$ cat src/rtl/ctl_pkt_pkg.sv
package ctl_pkt_pkg;

    typedef enum logic [2:0] {
        ST_IDLE   = 3'd0,
        ST_HEADER = 3'd1,
        ST_ADDR   = 3'd2,
        ST_DATA   = 3'd3,
        ST_DROP   = 3'd4
    } dec_state_t;

    typedef enum logic [1:0] {
        OP_NONE  = 2'b00,
        OP_WRITE = 2'b01,
        OP_START = 2'b10,
        OP_HALT  = 2'b11
    } cmd_op_t;

    // first packet word: IPv4, five-word header, 40 bytes total
    localparam logic [31:0] HDR_FIRST_WORD = 32'h4500_0028;
    // TTL and protocol field expected in header word 2
    localparam logic [15:0] HDR_TTL_PROTO  = 16'h4011;
    // UDP length field expected in header word 6
    localparam logic [15:0] HDR_UDP_LEN    = 16'h0014;

endpackage

$ cat src/rtl/hdr_word_check.sv
module hdr_word_check
    import ctl_pkt_pkg::*;
#(
    parameter int          HDR_WORDS = 8,
    parameter logic [15:0] DEST_PORT = 16'hBEEF,
    parameter logic [31:0] CMD_TAG   = 32'h7409_0000,
    localparam int         IDX_W     = $clog2(HDR_WORDS)
) (
    input  logic [IDX_W-1:0] idx,
    input  logic [31:0]      word,
    output logic             ok
);

    always_comb begin
        case (idx)
            IDX_W'(0): ok = (word == HDR_FIRST_WORD);
            IDX_W'(2): ok = (word[31:16] == HDR_TTL_PROTO);
            IDX_W'(5): ok = (word[15:0] == DEST_PORT);
            IDX_W'(6): ok = (word[31:16] == HDR_UDP_LEN);
            IDX_W'(7): ok = (word == CMD_TAG);
            default:   ok = 1'b1;   // identification, addresses: not checked
        endcase
    end

endmodule

$ cat src/rtl/cmd_classify.sv
module cmd_classify
    import ctl_pkt_pkg::*;
#(
    parameter logic [31:0] START_CODE = 32'h0000_0006,
    parameter logic [31:0] HALT_CODE  = 32'h0000_0007
) (
    input  logic [31:0] addr,
    input  logic [31:0] data,
    output cmd_op_t     op
);

    logic data_zero;

    assign data_zero = (data == 32'h0);

    always_comb begin
        if (data_zero && addr == START_CODE)
            op = OP_START;
        else if (data_zero && addr == HALT_CODE)
            op = OP_HALT;
        else
            op = OP_WRITE;
    end

endmodule

$ cat src/rtl/ctl_pkt_decoder.sv
module ctl_pkt_decoder
    import ctl_pkt_pkg::*;
#(
    parameter int          HDR_WORDS  = 8,
    parameter logic [15:0] DEST_PORT  = 16'hBEEF,
    parameter logic [31:0] CMD_TAG    = 32'h7409_0000,
    parameter logic [31:0] START_CODE = 32'h0000_0006,
    parameter logic [31:0] HALT_CODE  = 32'h0000_0007
) (
    input  logic        clk,
    input  logic        rst_n,
    input  logic        in_valid,
    input  logic        in_sop,
    input  logic [31:0] in_word,
    output logic        cmd_strobe,
    output logic [1:0]  cmd_op,
    output logic [31:0] cmd_addr,
    output logic [31:0] cmd_wdata
);

    localparam int IDX_W = $clog2(HDR_WORDS);
    localparam logic [IDX_W-1:0] LAST_IDX = IDX_W'(HDR_WORDS - 1);

    dec_state_t       state_q, state_d;
    logic [IDX_W-1:0] idx_q, idx_d;
    logic [31:0]      addr_q, addr_d;
    logic [IDX_W-1:0] chk_idx;
    logic             hdr_ok;
    cmd_op_t          class_op;
    logic             fire;

    // word 0 is always checked at index 0, whatever the state
    assign chk_idx = in_sop ? '0 : idx_q;

    hdr_word_check #(
        .HDR_WORDS (HDR_WORDS),
        .DEST_PORT (DEST_PORT),
        .CMD_TAG   (CMD_TAG)
    ) u_hdr (
        .idx  (chk_idx),
        .word (in_word),
        .ok   (hdr_ok)
    );

    cmd_classify #(
        .START_CODE (START_CODE),
        .HALT_CODE  (HALT_CODE)
    ) u_class (
        .addr (addr_q),
        .data (in_word),
        .op   (class_op)
    );

    // next-state logic
    always_comb begin
        state_d = state_q;
        idx_d   = idx_q;
        addr_d  = addr_q;
        if (in_valid) begin
            if (in_sop) begin
                idx_d   = IDX_W'(1);
                state_d = hdr_ok ? ST_HEADER : ST_DROP;
            end else begin
                unique case (state_q)
                    ST_IDLE: ;
                    ST_DROP: ;
                    ST_HEADER: begin
                        if (!hdr_ok)
                            state_d = ST_DROP;
                        else if (idx_q == LAST_IDX)
                            state_d = ST_ADDR;
                        else
                            idx_d = idx_q + IDX_W'(1);
                    end
                    ST_ADDR: begin
                        addr_d  = in_word;
                        state_d = ST_DATA;
                    end
                    ST_DATA: state_d = ST_IDLE;
                endcase
            end
        end
    end

    assign fire = in_valid && !in_sop && (state_q == ST_DATA);

    // state register
    always_ff @(posedge clk) begin
        if (!rst_n) begin
            state_q <= ST_IDLE;
            idx_q   <= '0;
            addr_q  <= '0;
        end else begin
            state_q <= state_d;
            idx_q   <= idx_d;
            addr_q  <= addr_d;
        end
    end

    // command outputs
    always_ff @(posedge clk) begin
        if (!rst_n) begin
            cmd_strobe <= 1'b0;
            cmd_op     <= OP_NONE;
            cmd_addr   <= '0;
            cmd_wdata  <= '0;
        end else begin
            cmd_strobe <= fire;
            if (fire) begin
                cmd_op    <= class_op;
                cmd_addr  <= addr_q;
                cmd_wdata <= in_word;
            end
        end
    end


    strobe_single_chk: assert property (@(posedge clk) disable iff (!rst_n)
        cmd_strobe |=> !cmd_strobe);


    strobe_after_data_chk: assert property (@(posedge clk) disable iff (!rst_n)
        cmd_strobe |-> (state_q == ST_IDLE) && (cmd_op != OP_NONE));


    start_fields_chk: assert property (@(posedge clk) disable iff (!rst_n)
        (cmd_strobe && cmd_op == OP_START) |-> (cmd_addr == START_CODE && cmd_wdata == 32'h0));


    bad_first_drop_chk: assert property (@(posedge clk) disable iff (!rst_n)
        (in_valid && in_sop && in_word != HDR_FIRST_WORD) |=> (state_q == ST_DROP));


    sop_restart_chk: assert property (@(posedge clk) disable iff (!rst_n)
        (in_valid && in_sop) |=> !cmd_strobe && (state_q == ST_HEADER || state_q == ST_DROP));


    fields_hold_chk: assert property (@(posedge clk) disable iff (!rst_n)
        !cmd_strobe |=> $stable(cmd_addr) && $stable(cmd_wdata) && $stable(cmd_op) || cmd_strobe);

endmodule

$ cat config.mk
export PLATFORM = sky130hd
export DESIGN_NAME = ctl_pkt_decoder
export DESIGN_NICKNAME = d
export VERILOG_FILES = /design/src/rtl/ctl_pkt_pkg.sv /design/src/rtl/hdr_word_check.sv /design/src/rtl/cmd_classify.sv /design/src/rtl/ctl_pkt_decoder.sv
export SDC_FILE = /design/constraint.sdc
export NUM_CORES = 1
export LEC_CHECK = 0
export BUFFER_PORTS_ARGS = -buffer_cell sky130_fd_sc_hd__buf_2
export CORE_ASPECT_RATIO = 0.5
export CORE_MARGIN = 2
export CORE_UTILIZATION = 44
export CTS_CLUSTER_DIAMETER = 40
export DETAILED_ROUTE_END_ITERATION = 8
export PLACE_DENSITY = 0.78
export SETUP_SLACK_MARGIN = 0.05
export SYNTH_ARGS = -nofsm -noshare
export SYNTH_HDL_FRONTEND = slang
export SYNTH_SLANG_ARGS = --single-unit
$ cat constraint.sdc
create_clock -name clk -period 2.8 [get_ports clk]
set_input_delay 0.28 -clock clk [delete_from_list [all_inputs] [get_ports clk]]
set_output_delay 0.28 -clock clk [all_outputs]
set_load 0.05 [all_outputs]
==> reports/results.tsv, run 1 <==
stage	metric	value	unit
status	status	completed	
clock_tree	clockRootBuffer	clkbuf_16	
clock_tree	clock_path_buffers	2	
grt	use_met1	32.64	%
job	max_cap_violations	0	
synth	syn_inst	525	
setup_path	r2r_slack	0.79	ns
sta	worstMarginPinSlew	1.071	ns
pwr	p_seq_share	51.1	%
setup_path	slowest_delay	0.52	ns
setup_path	r2r-start	idx_q[2]	
clock_tree	cts_tree	built	
setup_path	cp-end-kind	flop	
route	drtPass1Iterations	5	
grt	grt_antenna_before_repair	1	
synth	synth_flop_cell	dfxtp_1	
floorplanning	dieArea	0.01058	mm²
synth	synth_area	0.004279	mm²
sta	post-route-min-period	2.014	ns
synth	synth_edf_count	0	
synth	synth.avg_cell_area	8.151	µm²
placement	place_ws	0.6684	ns
final_layout	layout.cells.non_filler	751	
final_layout	post-route-util	55.31	%
final_layout	final_nets	649	
setup_path	worstSetupPathType	flop to flop	
final_layout	drive_gt1_share	21.43	%
floorplanning	io_pins	103	
setup_path	reg2reg_to	idx_q[0]	
hold_path	hold_path_depth	3	
grt	grtUsageMet2	32.17	%
pwr	clock_power_share	44.5	%
setup_path	reg2regPathDepth	6	
floorplanning	core_area	0.009447	mm²
synth	syn-num-nets	563	
pwr	switchingPower	0.6436	mW
synth	synth-warning-count	0	
synth	synth.area.top_cells	dfxtp_1 (49%), nand2_1 (18%), a21boi_0 (14%)	
pwr	p_int	2.297	mW
setup_path	path_cells	and4b_1, or4b_1, a211oi_2, a211o_2, and3_4, o311a_1	
route	vias_per_cell	5.209	
sta	post-route-period-util	71.94	%
final_layout	fillerInstances	932	
sta	worst_slack	0.7856	ns
floorplanning	die_w	143.5	µm
clock_tree	worst_skew_pair.late_latency	0.35	ns
grt	grt-ovfl-total	0	
pwr	fin_total_pwr	2.940	mW
route	postRouteAntennaNets	0	
setup_path	required	3.10	ns
grt	grt_usage	22.90	%
sta	rsz0062_at_grt	no	
sta	finalSetupViolCount	0	
synth	synth_cell_types	38	
setup_path	cp_max_fo	8	
placement	dp_hpwl	8246	µm
synth	ys_ff_latch	105	
final_layout	antenna_cells	0	
setup_path	arrival	2.31	ns
grt	met3_usage	8.279	%
route	drc_errors	0	
setup_path	critical-path-slowest-cell	or4b_1	
clock_tree	cts-htree-levels	3	
route	drt_iter0_markers	410	
grt	grt_pass1_wl	18440	µm
clock_tree	post_cts_buffers	0	
floorplanning	die_height	73.73	µm
floorplanning	start_util	45.30	%
hold_path	hold_end	addr_q[31]	
hold_path	min_from	in_word[31]	
synth	synth_top_area_share	49.12	%
synth	synthTopCellsByCount	nand2_1 (202), dfxtp_1 (105), a21boi_0 (79)	
placement	place_congestion	0.8399	
final_layout	syn_to_final_growth	22.11	%
sta	finClkSkew	0.005321	ns
setup_path	critPathBufInv	0	
placement	io_buffers	102	
setup_path	critPathLaunchType	flop	
grt	grt_pass1_vias	3623	
setup_path	crit_family	simple AND/OR/NAND/NOR gates	
grt	grt_busiest_layer	met1	
synth	synth.most_common_cell	nand2_1	
final_layout	fin_area	0.005225	mm²
clock_tree	cts_resized	0	
sta	holdWs	0.1971	ns
route	wirelength	11750	µm
synth	synth_top_area_cell	dfxtp_1	
pwr	switching_share	21.89	%
placement	place_inst	735	
floorplanning	fp-row-count	25	
hold_path	holdCritPathClass	input pin to flop	
pwr	vdd_ir_drop_max	0.2612	mV
clock_tree	numCtsBuffers	9	
pwr	powerDensity	562.7	mW/mm²
sta	setup_tns	0	ns
pwr	power_frac_comb	4.4	%
sta	fmaxAchievable	0.4964	GHz
clock_tree	clkTransAtPathRegs	0.07	ns
grt	grt_max_degree	61	
route	wl_per_cell	15.64	µm
sta	slew_violations	0	
clock_tree	cts_sinks	105	
synth	ys_seq_area_share	49.12	%
synth	async_flop_share	0	%
placement	placed_area	0.004912	mm²
sta	hold_viol	0	
pwr	p_leak	2.001	nW
sta	relSlewSlack	28.59	%
clock_tree	cts_hold_buf	0	
route	vias	3912	
[placed cells by master (no fill, tap or decap), types with 2 or more instances in the layout]
cell / count
a21boi_0: 79
a21boi_1: 18
a21oi_1: 2
and2_1: 4
and4b_1: 3
buf_2: 102
buf_4: 6
clkbuf_16: 9
clkbuf_8: 2
dfxtp_1: 105
ha_1: 2
inv_6: 2
nand2_1: 202
nand3_1: 9
nand4_1: 5
nand4b_1: 3
nor2_1: 7
nor2b_1: 3
nor3_1: 10
nor4_1: 8
nor4b_1: 2
o21ai_0: 4
o22ai_1: 4
or3_1: 2
[worst max-delay path by stage]
| stage | from | end | slack, ns | cells past startpoint |
|---|---|---|---|---|
| after floorplan | idx_q[2] | idx_q[0] | 0.97 | 6 |
| after global routing | idx_q[2] | idx_q[0] | 0.71 | 6 |
| after global placement | in_sop | idx_q[0] | 0.75 | 7 |
| final | idx_q[2] | idx_q[0] | 0.79 | 6 |
| after CTS | idx_q[2] | idx_q[0] | 0.79 | 6 |
| after detailed placement | in_sop | addr_q[26] | 0.67 | 6 |
[sequential cells by signal, summed over array words and instances, names as in the netlist]
register,count
cmd_op,2
cmd_addr,32
cmd_strobe,1
cmd_wdata,32
idx_q,3
addr_q,32
state_q,3
[kinds of logic (layout without fill, tap and decap cells)]
| family | count (synthesis) | after routing | synth area share (%) |
|---|---|---|---|
| fa+ha+maj | 2 | 2 | 0.5847 |
| simple gates | 270 | 270 | 27.54 |
| compound gates | 112 | 112 | 19.42 |
| flops | 105 | 105 | 49.12 |
| mux | 1 | 1 | 0.2339 |
| buf+inv | 35 | 126 | 3.099 |
[cell type report]
| class | count | area [µm²] | area share, % |
|---|---|---|---|
| Clock buffer | 11 | 252.7 | 4.837 |
| Inverter | 1 | 3.754 | 0.07184 |
| Tap cell | 135 | 168.9 | 3.233 |
| Clock inverter | 5 | 60.06 | 1.149 |
| Sequential cell | 105 | 2102 | 40.23 |
| Timing Repair Buffer | 109 | 575.6 | 11.02 |
| Multi-Input combinational cell | 385 | 2062 | 39.46 |
[metal layers]
| metal | vias to the layer above | part of all wire [%] |
|---|---|---|
| met5 | - | 0.11 |
| met2 | 145 | 41 |
| li1 | 1938 | - |
| met1 | 1811 | 49 |
| met4 | 2 | 1.1 |
| met3 | 16 | 8.5 |
[worst reg2reg max path, cell delays in order, from the launching register on]
cell and delay [ns]:
dfxtp_1 0.39, and4b_1 0.26, or4b_1 0.52, a211oi_2 0.20, a211o_2 0.22, and3_4 0.21, o311a_1 0.15
[power by group through the flow]
| stage | clock [mW] | combinational (mW) | sequential, mW |
|---|---|---|---|
| final | 1.31 | 0.130 | 1.50 |
| after global routing | 1.38 | 0.139 | 1.50 |
| after CTS | 1.32 | 0.127 | 1.50 |
| after detailed placement | 0 | 0.125 | 1.54 |
| after global placement | 0 | 0.126 | 1.54 |
| after floorplan | 0 | 0.0606 | 1.54 |
Power figures use the tool's default switching activity.
==> run 2, diff against run 1 <==
PLACE_DENSITY = 0.8   (was 0.78)
clock period = 1.7 ns   (was 2.8 ns; I/O delays follow)
==> reports/results.tsv, run 2 (synthesis gave the netlist of run 1 again) <==
stage	metric	value	unit	change
status	status	complete, but fails checks		was completed
clock_tree	cts-htree-levels	3		unchanged
clock_tree	cts_hold_buf	0		unchanged
setup_path	critPathLaunchType	flop		unchanged
setup_path	reg2reg_to	idx_q[0]		unchanged
final_layout	fin_area	0.005602	mm²	was 0.005225 mm²
clock_tree	clkTransAtPathRegs	0.07	ns	about the same
clock_tree	worst_skew_pair.late_latency	0.35	ns	about the same
route	wl_per_cell	15.43	µm	was 15.64 µm
sta	worst_slack	-0.1879	ns	was 0.7856 ns
route	drt_iter0_markers	421		was 410
setup_path	r2r_slack	-0.19	ns	was 0.79 ns
floorplanning	dieArea	0.01058	mm²	unchanged
floorplanning	die_w	143.5	µm	unchanged
setup_path	worstSetupPathType	flop to flop		unchanged
route	drtPass1Iterations	7		was 5
clock_tree	cts_tree	built		unchanged
sta	rsz0062_at_grt	yes		was no
grt	grt_max_degree	71		was 61
setup_path	startpoint	idx_q[1]		was idx_q[2]
sta	post-route-period-util	111.1	%	was 71.94%
setup_path	path_cells	buf_4, and3_1, nor3_2, a211oi_2, a211o_2, and3_4, o311a_1		was and4b_1, or4b_1, a211oi_2, a211o_2, and3_4, o311a_1
sta	fmaxAchievable	0.5297	GHz	was 0.4964 GHz
final_layout	fillerInstances	831		was 932
sta	hold_viol	0		unchanged
setup_path	arrival	2.13	ns	was 2.31 ns
grt	grt_antenna_before_repair	0		was 1
pwr	fin_total_pwr	5.058	mW	was 2.940 mW
placement	placed_area	0.005220	mm²	was 0.004912 mm²
sta	finClkSkew	0.005863	ns	was 0.005321 ns
clock_tree	clockRootBuffer	clkbuf_16		unchanged
clock_tree	clock_path_buffers	2		unchanged
setup_path	cp-end-kind	flop		unchanged
setup_path	reg2regPathDepth	7		was 6
grt	grt_pass1_wl	19100	µm	was 18440 µm
route	vias	4107		was 3912
hold_path	holdCritPathClass	input pin to flop		unchanged
final_layout	layout_common_cells	nand2_1 (202), dfxtp_1 (102), buf_2 (102)		was nand2_1 (202), dfxtp_1 (105), buf_2 (102)
floorplanning	start_util	45.30	%	unchanged
clock_tree	numCtsBuffers	9		unchanged
setup_path	endpoint	idx_q[0]		unchanged
pwr	vdd_ir_drop_max	0.6416	mV	was 0.2612 mV
final_layout	drive_gt1_share	26.76	%	was 21.43%
setup_path	required	1.94	ns	was 3.10 ns
pwr	p_leak	2.219	nW	was 2.001 nW
final_layout	antenna_cells	0		unchanged
setup_path	slowest_delay	0.39	ns	was 0.52 ns
setup_path	critical-path-slowest-cell	a211o_2		was or4b_1
route	drc_errors	0		unchanged
sta	post-route-min-period	1.888	ns	was 2.014 ns
route	wirelength	12170	µm	was 11750 µm
placement	io_buffers	102		unchanged
sta	relSlewSlack	68.48	%	was 28.59%
grt	grt_usage	23.47	%	was 22.90%
route	vias_per_cell	5.205		was 5.209
final_layout	final_nets	687		was 649
floorplanning	io_pins	103		unchanged
setup_path	r2r-start	idx_q[1]		was idx_q[2]
grt	grt-ovfl-total	0		unchanged
pwr	powerDensity	902.9	mW/mm²	was 562.7 mW/mm²
final_layout	reg_top3	addr_q: 32 flops, cmd_addr: 32 flops, cmd_wdata: 32 flops		unchanged
floorplanning	core_area	0.009447	mm²	unchanged
final_layout	syn_to_final_growth	30.91	%	was 22.11%
sta	slew_violations	0		unchanged
floorplanning	fp-row-count	25		unchanged
sta	finalSetupViolCount	6		was 0
grt	grt_pass1_vias	3747		was 3623
placement	dp_hpwl	8682	µm	was 8246 µm
sta	worstMarginPinSlew	0.4663	ns	was 1.071 ns
route	postRouteAntennaNets	0		unchanged
clock_tree	cts_sinks	105		unchanged
job	max_cap_violations	0		unchanged
setup_path	cp_max_fo	6		was 8
final_layout	layout_commonest_cell	nand2_1		unchanged
floorplanning	die_height	73.73	µm	unchanged
status	violations	negative setup slack		
placement	place_congestion	0.9151		was 0.8399
run 2: changes by cell type in the layout (fill, tap and decap cells not counted), moves of 2 or more:
cell / previous run / this run
buf_4: 6 / 40
buf_12: 1 / 5
dfxtp_1: 105 / 102
clkbuf_8: 2 / 0
dfxtp_2: 0 / 2
inv_6: 2 / 0
inv_8: 0 / 2
run 2: layer usage:
metal | track usage (%) | vias to the layer above | part of all wire (%) | wire (µm)
met5 | 0 | - | 0 | 0
met4 | 7.407 | 0 | 1.4 | 171
met3 | 7.171 | 18 | 9.0 | 1100
met2 | 33.54 | 194 | 42 | 5126
met1 | 33.76 | 1885 | 47 | 5775
li1 | - | 2010 | - | -
run 2: per-stage QoR:
| step | cells | worst slack [ns] | util, % | hold slack [ns] | setup TNS [ns] |
|---|---|---|---|---|---|
| detailed placement | 769 | -0.1871 | 55.26 | 0.4438 | -0.7868 |
| global placement | 769 | -0.1537 | 55.26 | 0.4411 | -0.5384 |
| CTS | 787 | -0.1631 | 59.10 | 0.07346 | -0.5720 |
| global route | 789 | -0.2471 | 59.30 | 0.1006 | -1.066 |
| floorplan | 525 | -0.1057 | - | 0.3048 | -0.2782 |
| finish | 789 | -0.1879 | 59.30 | 0.08671 | -0.7256 |
run 2: where the power goes:
group	switching, mW	internal [mW]	leakage, nW	total [mW]
registers	0.00811	2.46	0.848	2.47
logic	0.143	0.131	1.21	0.274
clock network	0.990	1.32	0.158	2.31
run 2: cell type report:
type	count	area, µm²	area share (%)
sequential	105	2108	37.64
inverter	1	3.754	0.06701
tap	135	168.9	3.015
clock inverter	7	113.9	2.033
multi-input combinational	385	2071	36.97
timing repair buffer	147	910.9	16.26
clock buffer	9	225.2	4.021
run 2: worst min path at each step:
stage / startpoint / endpoint / slack (ns) / depth (start not counted)
CTS: in_word[31] / addr_q[31] / 0.07 / 3
global route: in_word[27] / cmd_wdata[27] / 0.10 / 3
global placement: cmd_addr[6] / cmd_addr[6] / 0.44 / 2
floorplan: in_word[14] / addr_q[14] / 0.30 / 2
detailed placement: cmd_addr[16] / cmd_addr[16] / 0.44 / 2
finish: in_word[31] / addr_q[31] / 0.09 / 3
run 2: worst max-delay path, delay by kind of cell, from the launching register on:
family	cells	cell delay, ns
compound gates	3	0.77
buf+inv	1	0.13
flops	1	0.35
simple gates	3	0.53
run 2: what timing repair did:
action                                  4_1_cts  5_1_grt
buffers inserted                              2        2
endpoints found under the hold margin         0        0
gates resized for setup                       3        1
pin swaps                                     4        1
endpoints found under the setup margin        6        6
